--- config.mk ---
export PLATFORM = sky130hd
export DESIGN_NAME = cfg_regfile
export DESIGN_NICKNAME = d
export VERILOG_FILES = /design/src/rtl/cfgrf_pkg.sv /design/src/rtl/cfgrf_decode.sv /design/src/rtl/cfgrf_check.sv /design/src/rtl/cfgrf_bank.sv /design/src/rtl/cfg_regfile.sv
export SDC_FILE = /design/constraint.sdc
export NUM_CORES = 1
export LEC_CHECK = 0
export CELL_PAD_IN_SITES_DETAIL_PLACEMENT = 2
export CELL_PAD_IN_SITES_GLOBAL_PLACEMENT = 2
export CORE_MARGIN = 10
export CORE_UTILIZATION = 41
export CTS_BUF_LIST = sky130_fd_sc_hd__clkbuf_8 sky130_fd_sc_hd__clkbuf_16
export CTS_CLUSTER_SIZE = 28
export DETAILED_ROUTE_END_ITERATION = 8
export GPL_TIMING_DRIVEN = 0
export MAX_ROUTING_LAYER = met4
export PLACE_DENSITY = 0.85
export SYNTH_ARGS = -nofsm -noshare
export SYNTH_HDL_FRONTEND = slang
export SYNTH_HIERARCHICAL = 1
export SYNTH_SLANG_ARGS = --single-unit
--- constraint.sdc ---
create_clock -name clk -period 3.8 [get_ports clk]
set_input_delay 0.76 -clock clk [delete_from_list [all_inputs] [get_ports clk]]
set_output_delay 0.76 -clock clk [all_outputs]
set_load 0.05 [all_outputs]
--- src/rtl/cfgrf_pkg.sv ---
package cfgrf_pkg;

  typedef enum logic [2:0] {
    KIND_NONE,
    KIND_RO,
    KIND_RW,
    KIND_W1C,
    KIND_LOCKCTL,
    KIND_PROT
  } reg_kind_e;

  localparam int unsigned FIXED_SLOTS = 4;
  localparam int unsigned SLOT_CAPS   = 0;
  localparam int unsigned SLOT_CFG    = 1;
  localparam int unsigned SLOT_LOG    = 2;
  localparam int unsigned SLOT_LOCK   = 3;
  localparam int unsigned SLOT_PROT0  = 4;
  localparam int unsigned LOCK_BIT    = 0;

  function automatic reg_kind_e kind_of_slot(input int unsigned s);
    reg_kind_e k;
    case (s)
      SLOT_CAPS: k = KIND_RO;
      SLOT_CFG:  k = KIND_RW;
      SLOT_LOG:  k = KIND_W1C;
      SLOT_LOCK: k = KIND_LOCKCTL;
      default:   k = KIND_PROT;
    endcase
    return k;
  endfunction

endpackage

--- src/rtl/cfgrf_decode.sv ---
module cfgrf_decode
  import cfgrf_pkg::*;
#(
  parameter logic [31:0] BASE_IDX     = 32'h0000_0600,
  parameter int unsigned NUM_SLOTS    = 6,
  parameter int unsigned SLOT_W       = 3,
  parameter logic [63:0] CFG_RSV      = 64'hFFFF_0000_0000_0000,
  parameter logic [63:0] LOG_RSV      = 64'hFFFF_FFFF_0000_0000,
  parameter logic [63:0] LOCK_RSV     = 64'hFFFF_FFFF_FFFF_FF00,
  parameter logic [63:0] PROT_RSV     = 64'h8000_0000_0000_0000
) (
  input  logic [31:0]       index,
  output logic              hit,
  output logic [SLOT_W-1:0] slot,
  output reg_kind_e         kind,
  output logic [63:0]       rsv_mask
);

  logic [31:0] offset;

  always_comb begin
    offset = index - BASE_IDX;
    hit    = (offset < NUM_SLOTS);
    slot   = offset[SLOT_W-1:0];
    if (hit) kind = kind_of_slot(int'(slot));
    else     kind = KIND_NONE;
    case (kind)
      KIND_RW:      rsv_mask = CFG_RSV;
      KIND_W1C:     rsv_mask = LOG_RSV;
      KIND_LOCKCTL: rsv_mask = LOCK_RSV;
      KIND_PROT:    rsv_mask = PROT_RSV;
      default:      rsv_mask = '0;
    endcase
  end

endmodule

--- src/rtl/cfgrf_check.sv ---
module cfgrf_check
  import cfgrf_pkg::*;
(
  input  logic        req_valid,
  input  logic        req_write,
  input  logic [1:0]  req_cpl,
  input  logic        hit,
  input  reg_kind_e   kind,
  input  logic [63:0] rsv_mask,
  input  logic [63:0] wdata,
  input  logic        lock_q,
  output logic        fault,
  output logic        wr_en,
  output logic        rd_en
);

  logic priv_bad;
  logic rsv_bad;
  logic lock_bad;

  always_comb begin
    priv_bad = (req_cpl != 2'd0);
    rsv_bad  = req_write && (kind != KIND_RO) && ((wdata & rsv_mask) != '0);
    lock_bad = req_write && (kind == KIND_PROT) && lock_q;
    fault    = req_valid && (priv_bad || !hit || rsv_bad || lock_bad);
    wr_en    = req_valid && req_write && !fault && (kind != KIND_RO);
    rd_en    = req_valid && !req_write && !fault;
  end

endmodule

--- src/rtl/cfgrf_bank.sv ---
module cfgrf_bank
  import cfgrf_pkg::*;
#(
  parameter int unsigned NUM_LOCKABLE = 2,
  parameter int unsigned SLOT_W       = 3,
  parameter logic [63:0] CAPS_VALUE   = 64'hC0DE_0002_0000_1234,
  parameter logic [63:0] LOG_RSV      = 64'hFFFF_FFFF_0000_0000
) (
  input  logic              clk,
  input  logic              rst_n,
  input  logic              wr_en,
  input  logic [SLOT_W-1:0] slot,
  input  logic [63:0]       wdata,
  input  logic [63:0]       evt_set,
  output logic [63:0]       rdata,
  output logic              lock_q
);

  localparam logic [SLOT_W-1:0] S_CFG  = SLOT_W'(SLOT_CFG);
  localparam logic [SLOT_W-1:0] S_LOG  = SLOT_W'(SLOT_LOG);
  localparam logic [SLOT_W-1:0] S_LOCK = SLOT_W'(SLOT_LOCK);
  localparam logic [SLOT_W-1:0] S_CAPS = SLOT_W'(SLOT_CAPS);

  logic [63:0] cfg_q,  cfg_d;
  logic [63:0] log_q,  log_d;
  logic [63:0] lctl_q, lctl_d;
  logic [63:0] prot_q [NUM_LOCKABLE];
  logic [63:0] prot_d [NUM_LOCKABLE];
  logic        cfg_en, log_wr, lctl_en;

  // next-state for the fixed registers
  always_comb begin
    cfg_en  = wr_en && (slot == S_CFG);
    log_wr  = wr_en && (slot == S_LOG);
    lctl_en = wr_en && (slot == S_LOCK);
    cfg_d   = cfg_en ? wdata : cfg_q;
    log_d   = (log_q & ~(log_wr ? wdata : 64'd0)) | (evt_set & ~LOG_RSV);
    lctl_d  = lctl_q;
    if (lctl_en) begin
      lctl_d           = wdata;
      lctl_d[LOCK_BIT] = wdata[LOCK_BIT] | lctl_q[LOCK_BIT];
    end
  end

  always_ff @(posedge clk or negedge rst_n) begin
    if (!rst_n) begin
      cfg_q  <= '0;
      log_q  <= '0;
      lctl_q <= '0;
    end else begin
      if (cfg_en)  cfg_q  <= cfg_d;
      log_q <= log_d;
      if (lctl_en) lctl_q <= lctl_d;
    end
  end

  assign lock_q = lctl_q[LOCK_BIT];

  // protected registers, one per lockable slot
  for (genvar g = 0; g < NUM_LOCKABLE; g++) begin : g_prot
    localparam logic [SLOT_W-1:0] S_ME = SLOT_W'(SLOT_PROT0 + g);
    logic en;

    always_comb begin
      en        = wr_en && (slot == S_ME);
      prot_d[g] = en ? wdata : prot_q[g];
    end

    always_ff @(posedge clk or negedge rst_n) begin
      if (!rst_n)  prot_q[g] <= '0;
      else if (en) prot_q[g] <= prot_d[g];
    end

    // a set lock freezes every protected register
    a_r8_prot_frozen: assert property (@(posedge clk) disable iff (!rst_n)
      lock_q |=> $stable(prot_q[g]));
  end

  // read mux
  always_comb begin
    rdata = '0;
    if (slot == S_CAPS) rdata = CAPS_VALUE;
    if (slot == S_CFG)  rdata = cfg_q;
    if (slot == S_LOG)  rdata = log_q;
    if (slot == S_LOCK) rdata = lctl_q;
    for (int i = 0; i < NUM_LOCKABLE; i++) begin
      if (slot == SLOT_W'(SLOT_PROT0 + i)) rdata = prot_q[i];
    end
  end

  // lock stays set until reset
  a_r8_lock_sticky: assert property (@(posedge clk) disable iff (!rst_n)
    lock_q |=> lock_q);

  // bits written as 1 are clear afterwards unless an event re-set them
  a_r7_w1c_clears: assert property (@(posedge clk) disable iff (!rst_n)
    log_wr |=> ((log_q & $past(wdata) & ~$past(evt_set)) == 64'd0));

  // bits written as 0 are never lost
  a_r7_w1c_keeps: assert property (@(posedge clk) disable iff (!rst_n)
    log_wr |=> (($past(log_q) & ~$past(wdata) & ~log_q) == 64'd0));

  // reserved log bits never become set
  a_r5_log_rsv_zero: assert property (@(posedge clk) disable iff (!rst_n)
    (log_q & LOG_RSV) == 64'd0);

endmodule

--- src/rtl/cfg_regfile.sv ---
module cfg_regfile
  import cfgrf_pkg::*;
#(
  parameter logic [31:0] BASE_IDX     = 32'h0000_0600,
  parameter int unsigned NUM_LOCKABLE = 2,
  parameter logic [63:0] CAPS_VALUE   = 64'hC0DE_0002_0000_1234,
  parameter logic [63:0] CFG_RSV      = 64'hFFFF_0000_0000_0000,
  parameter logic [63:0] LOG_RSV      = 64'hFFFF_FFFF_0000_0000,
  parameter logic [63:0] LOCK_RSV     = 64'hFFFF_FFFF_FFFF_FF00,
  parameter logic [63:0] PROT_RSV     = 64'h8000_0000_0000_0000
) (
  input  logic        clk,
  input  logic        rst_n,
  input  logic        req_valid,
  input  logic        req_write,
  input  logic [31:0] req_index,
  input  logic [1:0]  req_cpl,
  input  logic [31:0] req_wdata_hi,
  input  logic [31:0] req_wdata_lo,
  input  logic [63:0] evt_set,
  output logic        rsp_valid,
  output logic        rsp_fault,
  output logic [31:0] rsp_rdata_hi,
  output logic [31:0] rsp_rdata_lo
);

  localparam int unsigned NUM_SLOTS = FIXED_SLOTS + NUM_LOCKABLE;
  localparam int unsigned SLOT_W    = (NUM_SLOTS > 1) ? $clog2(NUM_SLOTS) : 1;

  logic [63:0]       wdata;
  logic              hit;
  logic [SLOT_W-1:0] slot;
  reg_kind_e         kind;
  logic [63:0]       rsv_mask;
  logic              lock_q;
  logic              fault, wr_en, rd_en;
  logic [63:0]       bank_rdata;

  logic              rsp_valid_q, rsp_valid_d;
  logic              rsp_fault_q, rsp_fault_d;
  logic [63:0]       rsp_data_q,  rsp_data_d;

  assign wdata = {req_wdata_hi, req_wdata_lo};

  cfgrf_decode #(
    .BASE_IDX (BASE_IDX),
    .NUM_SLOTS(NUM_SLOTS),
    .SLOT_W   (SLOT_W),
    .CFG_RSV  (CFG_RSV),
    .LOG_RSV  (LOG_RSV),
    .LOCK_RSV (LOCK_RSV),
    .PROT_RSV (PROT_RSV)
  ) u_decode (
    .index   (req_index),
    .hit     (hit),
    .slot    (slot),
    .kind    (kind),
    .rsv_mask(rsv_mask)
  );

  cfgrf_check u_check (
    .req_valid(req_valid),
    .req_write(req_write),
    .req_cpl  (req_cpl),
    .hit      (hit),
    .kind     (kind),
    .rsv_mask (rsv_mask),
    .wdata    (wdata),
    .lock_q   (lock_q),
    .fault    (fault),
    .wr_en    (wr_en),
    .rd_en    (rd_en)
  );

  cfgrf_bank #(
    .NUM_LOCKABLE(NUM_LOCKABLE),
    .SLOT_W      (SLOT_W),
    .CAPS_VALUE  (CAPS_VALUE),
    .LOG_RSV     (LOG_RSV)
  ) u_bank (
    .clk    (clk),
    .rst_n  (rst_n),
    .wr_en  (wr_en),
    .slot   (slot),
    .wdata  (wdata),
    .evt_set(evt_set),
    .rdata  (bank_rdata),
    .lock_q (lock_q)
  );

  // response next-state
  always_comb begin
    rsp_valid_d = req_valid;
    rsp_fault_d = fault;
    rsp_data_d  = rd_en ? bank_rdata : 64'd0;
  end

  always_ff @(posedge clk or negedge rst_n) begin
    if (!rst_n) begin
      rsp_valid_q <= 1'b0;
      rsp_fault_q <= 1'b0;
      rsp_data_q  <= '0;
    end else begin
      rsp_valid_q <= rsp_valid_d;
      rsp_fault_q <= rsp_fault_d;
      rsp_data_q  <= rsp_data_d;
    end
  end

  assign rsp_valid    = rsp_valid_q;
  assign rsp_fault    = rsp_fault_q;
  assign rsp_rdata_hi = rsp_data_q[63:32];
  assign rsp_rdata_lo = rsp_data_q[31:0];

  // an unprivileged command never writes and is answered with a fault
  a_r3_priv_no_write: assert property (@(posedge clk) disable iff (!rst_n)
    (req_valid && req_cpl != 2'd0) |-> !wr_en);
  a_r3_priv_fault: assert property (@(posedge clk) disable iff (!rst_n)
    (req_valid && req_cpl != 2'd0) |=> (rsp_valid && rsp_fault));

  // an index outside the window faults
  a_r4_unmapped_fault: assert property (@(posedge clk) disable iff (!rst_n)
    (req_valid && ((req_index - BASE_IDX) >= NUM_SLOTS)) |=> rsp_fault);

  // one response per command, in the following cycle
  a_r9_rsp_follows: assert property (@(posedge clk) disable iff (!rst_n)
    req_valid |=> rsp_valid);
  a_r9_no_spurious: assert property (@(posedge clk) disable iff (!rst_n)
    !req_valid |=> !rsp_valid);

  // a fault carries no data
  a_r10_fault_no_data: assert property (@(posedge clk) disable iff (!rst_n)
    rsp_fault |-> (rsp_valid && rsp_rdata_hi == 32'd0 && rsp_rdata_lo == 32'd0));

  // privileged write to the read-only word draws no fault
  a_r6_ro_silent: assert property (@(posedge clk) disable iff (!rst_n)
    (req_valid && req_write && req_cpl == 2'd0 && req_index == BASE_IDX) |=> !rsp_fault);

endmodule

* Word level (Yosys, flattened, before mapping) *
Index checks and enable logic that the tools add are counted.

word-level totals
  register bits after elaboration = 386
  bits of input ports = 166
  output and inout port bits = 66
  word-level logic and storage cells = 60

cells by class
  add/subtract/negate cells = 1
  order comparisons = 1
  equality and inequality tests = 10
  muxes and demuxes = 11
  bitwise gates (word level) = 5
  reductions and logical operators = 24

operators with widths
  operator                  number
  $mux W64                  8
  $pmux W64 S4              1
  $and A64 B64 Y64          2
  $not A64 Y64              1
  $or A64 B32 Y64           1
  $reduce_bool A64 Y1       1
  $lt A32 B3 Y1 const B     1
  $sub A32 B11 Y32 const B  1
  $logic_and A1 B1 Y1       15
  $eq A3 B2 Y1 const B      4
  $eq A3 B3 Y1 const B      4
  $pmux W3 S4               1
  $eq A3 B1 Y1 const B      1
  $logic_not A1 Y1          3
  $logic_not A3 Y1          1
  $logic_or A1 B1 Y1        3
  $mux W3                   1
  $ne A3 B1 Y1 const B      1
  $reduce_bool A2 Y1        1
  $or A1 B1 Y1              1

* Depth between registers and ports, before layout *
  word-level depth = 20
  depth in mapped cells = 17
  depth with buffers taken out = 14

* Cells and area by module *
Netlist, hierarchy kept.

modules (own cells, without submodules)
  module        instances  cells an instance  area each (µm²)
  cfgrf_bank    1          1031               14121.0
  cfg_regfile   1          136                2162.1
  cfgrf_decode  1          118                897.1
  cfgrf_check   1          48                 427.9

* Worst setup path after synthesis *
No wires, ideal clock.

  path kind = input-to-reg
  from = input req_index[9]
  to = register u_bank.cfg_q[10]
  arrival time = 5.604 ns
  setup slack = -1.931 ns
  stages = 16
  path buffers = 3
  cell sequence = ha_1 -> or4_1 -> a2111oi_2 -> nand4_2 -> nor4_1 -> buf_4 -> a22o_1 -> a221oi_2 -> nand4_1 -> nor4_2 -> and2_1 -> nor2b_1 -> and3b_1 -> buf_4 -> buf_6 -> mux2_1

on the way
  word-level cells in the longest chain between the ends = 15
  elaborated cells on any way between the ends = 24
  those cells by class = 1 x add/sub; 1 x order compare; 5 x eq/ne; 2 x mux; 1 x bitwise; 14 x reduce/logical

ends and longest elaborated chain
  what                                                 RTL line            source
  from (decl)                                          cfg_regfile.sv:16   input logic [31:0] req_index,
  $sub A32 B11 Y32 (*)                                 cfgrf_decode.sv:22  offset = index - BASE_IDX;
  $lt A32 B3 Y1 (*)                                    cfgrf_decode.sv:23  hit = (offset < NUM_SLOTS);
  $mux W3 (*)                                          cfgrf_decode.sv:25  if (hit) kind = kind_of_slot(int'(slot));
  $eq A3 B3 Y1 / $eq A3 B2 Y1 (equally long branches)  cfgrf_decode.sv:27  case (kind)
  $pmux W64 S4 (*)                                     cfgrf_decode.sv:27
  named net rsv_mask[8]                                cfg_regfile.sv:34   logic [63:0] rsv_mask;
  $and A64 B64 Y64 (*)                                 cfgrf_check.sv:23   rsv_bad = req_write && (kind != KIND_RO) && ((wdata & rsv_mask) != '0);
  $reduce_bool A64 Y1 (*)                              cfgrf_check.sv:23
  $logic_and A1 B1 Y1 (*)                              cfgrf_check.sv:23
  $logic_or A1 B1 Y1 (*) (2 in series)                 cfgrf_check.sv:25   fault = req_valid && (priv_bad || !hit || rsv_bad || lock_bad);
  $logic_and A1 B1 Y1 (*)                              cfgrf_check.sv:25
  $logic_not A1 Y1 (*)                                 cfgrf_check.sv:26   wr_en = req_valid && req_write && !fault && (kind != KIND_RO);
  $logic_and A1 B1 Y1 (*) (2 in series)                cfgrf_check.sv:26
  named net wr_en                                      cfg_regfile.sv:36   logic fault, wr_en, rd_en;
  $logic_and A1 B1 Y1 (*)                              cfgrf_bank.sv:33    cfg_en = wr_en && (slot == S_CFG);
  to (signal assigned)                                 cfgrf_bank.sv:51    if (cfg_en) cfg_q <= cfg_d;
  to (decl)                                            cfgrf_bank.sv:24    logic [63:0] cfg_q, cfg_d;

The timed path passes the listed nets; every way through them passes the cells marked *.
A chain may end at the register's enable or synchronous reset.

* Worst setup path in the final report *
  from = input req_index[16]
  to = register u_bank.log_q[52]

on the way
  word-level cells in the longest chain between the ends = 19
  elaborated cells on any way between the ends = 28
  those cells by class = 1 x add/sub; 1 x order compare; 5 x eq/ne; 3 x mux; 4 x bitwise; 14 x reduce/logical

ends and longest elaborated chain
  what                                                 RTL line            source
  $sub A32 B11 Y32 (*)                                 cfgrf_decode.sv:22
  $lt A32 B3 Y1 (*)                                    cfgrf_decode.sv:23
  $mux W3 (*)                                          cfgrf_decode.sv:25
  $eq A3 B3 Y1 / $eq A3 B2 Y1 (equally long branches)  cfgrf_decode.sv:27
  $pmux W64 S4 (*)                                     cfgrf_decode.sv:27
  named net rsv_mask[32]                               cfg_regfile.sv:34
  $and A64 B64 Y64 (*)                                 cfgrf_check.sv:23
  $reduce_bool A64 Y1 (*)                              cfgrf_check.sv:23
  (+5 left out)                                        -
  $logic_and A1 B1 Y1 (*) (2 in series)                cfgrf_check.sv:26
  named net wr_en                                      cfg_regfile.sv:36
  $logic_and A1 B1 Y1 (*)                              cfgrf_bank.sv:34    log_wr = wr_en && (slot == S_LOG);
  $mux W64 (*)                                         cfgrf_bank.sv:37    log_d = (log_q & ~(log_wr ? wdata : 64'd0)) | (evt_set & ~LOG_RSV);
  $not A64 Y64 (*)                                     cfgrf_bank.sv:37
  $and A64 B64 Y64 (*)                                 cfgrf_bank.sv:37
  $or A64 B32 Y64 (*)                                  cfgrf_bank.sv:37
  named net u_bank.log_d[52]                           cfgrf_bank.sv:25    logic [63:0] log_q, log_d;
  to (signal assigned)                                 cfgrf_bank.sv:52    log_q <= log_d;
  to (decl)                                            cfgrf_bank.sv:25

Marked as above.

==> out/results.ini <==
[timing]
finalCriticalPeriod_ns=5.18
setup_violations=322
slew_headroom_pct=29.2
hold_viol=0
clock.fmax_ghz=0.193
worst_slack_ns=-1.38
post-route-period-util_pct=136
rsz0062_at_grt=yes
hold_ws_ns=0.217
slew_viol_final=0
finalClockSkew_ns=0.0174
tightestPinTransition_ns=1.06

[synthesis]
yosysSeqAreaShare_pct=54.9
async_reset_ff_share_pct=100
yosys_register_bits=386
synth-main-ff-cell=dfrtp_1
syn_avg_cell_area_sq_um=13.2
synth_cell_type_count=62
synth_edf_count=0
ys_warn_count=6
syn_inst=1333
syn-cell-area_sq_um=17600

[global_route]
antenna_found_initial=8
use_met1_pct=35.2
grt_pass1_wl_um=117000
use_met3_pct=6.95
grt_pass1_vias=15950
overflow=0
grt_most_used_layer=met2
grtUsageMet2_pct=54.5
track_usage_pct=32.2
grt_max_degree=107

[setup_path]
cp_top_family=simple AND/OR/NAND/NOR gates
critical_path_class=primary input to flop
critical_path_arrival_ns=5.63
path_max_fanout=7
startpoint_type=primary input
path_buf_inv=13
cp-end-kind=flop
max_stage_delay_ns=0.51
regToRegSetupSlack_ns=0.94
cp.required_ns=4.25
slowest_stage=nor4_4
crit_top_cell=buf_4

[floorplanning]
die_width_um=227
die_h_um=227
initial_core_util_pct=41.7
coreArea_sq_um=42200
ios=232
dieArea_sq_um=51600
num_rows=75

[routing]
drt_wl_total_um=100000
viasPerCell=6.58
vias=15027
wire_per_inst_um=43.9
drc_errors=0
drt-pass1-iter-count=5
drt_iter0_markers=1721
postRouteAntennaNets=0

[clocking]
ctsHoldBuffers=0
ctsRootBufferMaster=clkbuf_16
cts_tree=yes
cts_max_path_buffers=3
clkLatencyLatePin_ns=0.60
cts_sinks=386
cts_made_buffers=44
path_clk_slew_ns=0.08
cts_max_level=2

[run_status]
violations=setup timing
status=complete, but fails checks

[final_layout]
fillers=3624
final_common_cell=dfrtp_1
finalNetCount=1875
syn_to_final_growth_pct=42.5
drive_gt1_share_pct=43.1
final_util_pct=59.4
final_cell_mix=dfrtp_1 (386), clkdlybuf4s50_1 (177), mux2_4 (163), buf_4 (107), mux2_2 (106)

[run]
max_cap_violations=0

[placed_design]
hpwl_um=43900
gp_congestion=0.815
dpl_worst_slack_ns=-2.23
portBuffers=199

[pwr]
power_leakage_nw=11.8
ir_drop_mv=0.347
powerDensity_nw_per_um2=375
power_w=0.00941

[worst_hold_path]
hold_path_class=primary input to async pin

## sequential cells by signal, indices dropped and copies added (netlist names)
signal         flops
u_bank/prot_q    128
rsp_data_q        64
u_bank/cfg_q      64
u_bank/lctl_q     64
u_bank/log_q      64
rsp_fault          1
rsp_valid          1
## final timing paths
check	from	endpoint	cells past startpoint
min in group clk	u_bank/log_q[29]$_DFF_PN0_	u_bank/log_q[29]$_DFF_PN0_	1
max in group asynchronous	rst_n	u_bank/prot_q[48]$_DFFE_PN0P_	3
min reg2reg	u_bank/log_q[29]$_DFF_PN0_	u_bank/log_q[29]$_DFF_PN0_	1
min	rst_n	rsp_data_q[16]$_DFF_PN0_	1
max	req_index[16]	u_bank/log_q[52]$_DFF_PN0_	25
max reg2reg	u_bank/lctl_q[0]$_DFFE_PN0P_	u_bank/prot_q[24]$_DFFE_PN0P_	13
## Yosys cell counts (2+ instances only)
cell	instances	area, sq um
a2111oi_2	2	30.0
a21boi_0	32	240
a21o_1	32	240
a21oi_1	2	10.0
a221o_1	32	320
a221oi_1	8	70.1
a221oi_2	8	120
a22o_1	16	140
a31oi_1	18	113
and2_0	4	25.0
and2_1	12	75.1
and2_2	64	480
and3b_1	2	17.5
buf_2	29	145
buf_4	73	548
buf_6	13	146
clkbuf_1	17	63.8
clkbuf_2	6	30.0
dfrtp_1	386	9660
mux2_1	127	1430
mux2_2	146	1640
mux2i_1	63	631
nand2_1	75	282
nand2b_1	6	37.5
nand3_1	5	25.0
nand4_1	6	37.5
nor2_1	36	135
nor2b_1	2	12.5
nor3_1	5	25.0
nor3b_2	2	25.0
nor4_1	9	56.3
o21ai_0	19	95.1
o2bb2ai_1	32	280
o32ai_1	14	123
xor2_1	3	26.3
## through the flow
| step | instance area, sq um | TNS [ns] | std cells |
|---|---|---|---|
| after CTS | 23400 | -208.38 | 2209 |
| after detailed placement | 21000 | -667.07 | 2083 |
| after global routing | 25100 | -402.44 | 2282 |
| after floorplan | 18200 | -114.08 | 1340 |
| after global placement | 20900 | -6463.11 | 2078 |
| final | 25100 | -405.05 | 2284 |
## worst register-to-register path, stage by stage (launching register included)
cell and delay (ns):
dfrtp_1 0.48, nand3_1 0.18, o21bai_1 0.34, nor2_1 0.12
and2_4 0.20, buf_4 0.14, buf_6 0.11, buf_6 0.11
buf_8 0.12, buf_12 0.12, nand2_8 0.16, buf_12 0.16
clkbuf_16 0.15, mux2_2 0.36
## per-layer routing
metal	vias up	share of wire, %
met5	-	0
met4	0	7.0
met3	428	7.4
met2	1013	49
met1	8039	37
li1	5547	-
## report_power, final
group          switching, W  leakage (nW)  internal (W)
sequential      0.000000722          5.22       0.00411
combinational      0.000467          5.79      0.000225
clock               0.00202         0.747       0.00259
total               0.00249          11.8       0.00692
## what timing repair did
action                                  in CTS  in global routing
cloned                                       9                 26
setup buffers                               45                 51
endpoints found under the hold margin        0                  0
endpoints found under the setup margin     321                361
pin swaps                                   17                 16
gates resized for setup                    146                196
## cells by family (layout without fill, tap and decap cells)
logic type                 Yosys count  after routing  synth area share, %
xor gates and xnor gates             4              4                0.199
and+or+nand+nor                    243            245                 7.94
adders and majority gates            1              1               0.0710
AOI/OAI and AO/OA                  222            222                 10.5
muxes                              336            336                 21.0
buffers and inverters              140            534                 5.34
other                                1             17               0.0213
DFF                                386            386                 54.9
## layout make-up
cell class | instances | area [sq um] | share of cell area (%)
flip-flops and latches | 386 | 9660 | 38.5
multi-input cells | 816 | 8170 | 32.6
diodes | 9 | 22.5 | 0.0898
plain buffers | 137 | 1300 | 5.19
well taps | 539 | 674 | 2.69
clock inverters | 20 | 196 | 0.783
repair buffers | 322 | 3810 | 15.2
clock buffers | 54 | 1250 | 4.98
inverters | 1 | 3.75 | 0.0150
Power figures use the tool's default switching activity.
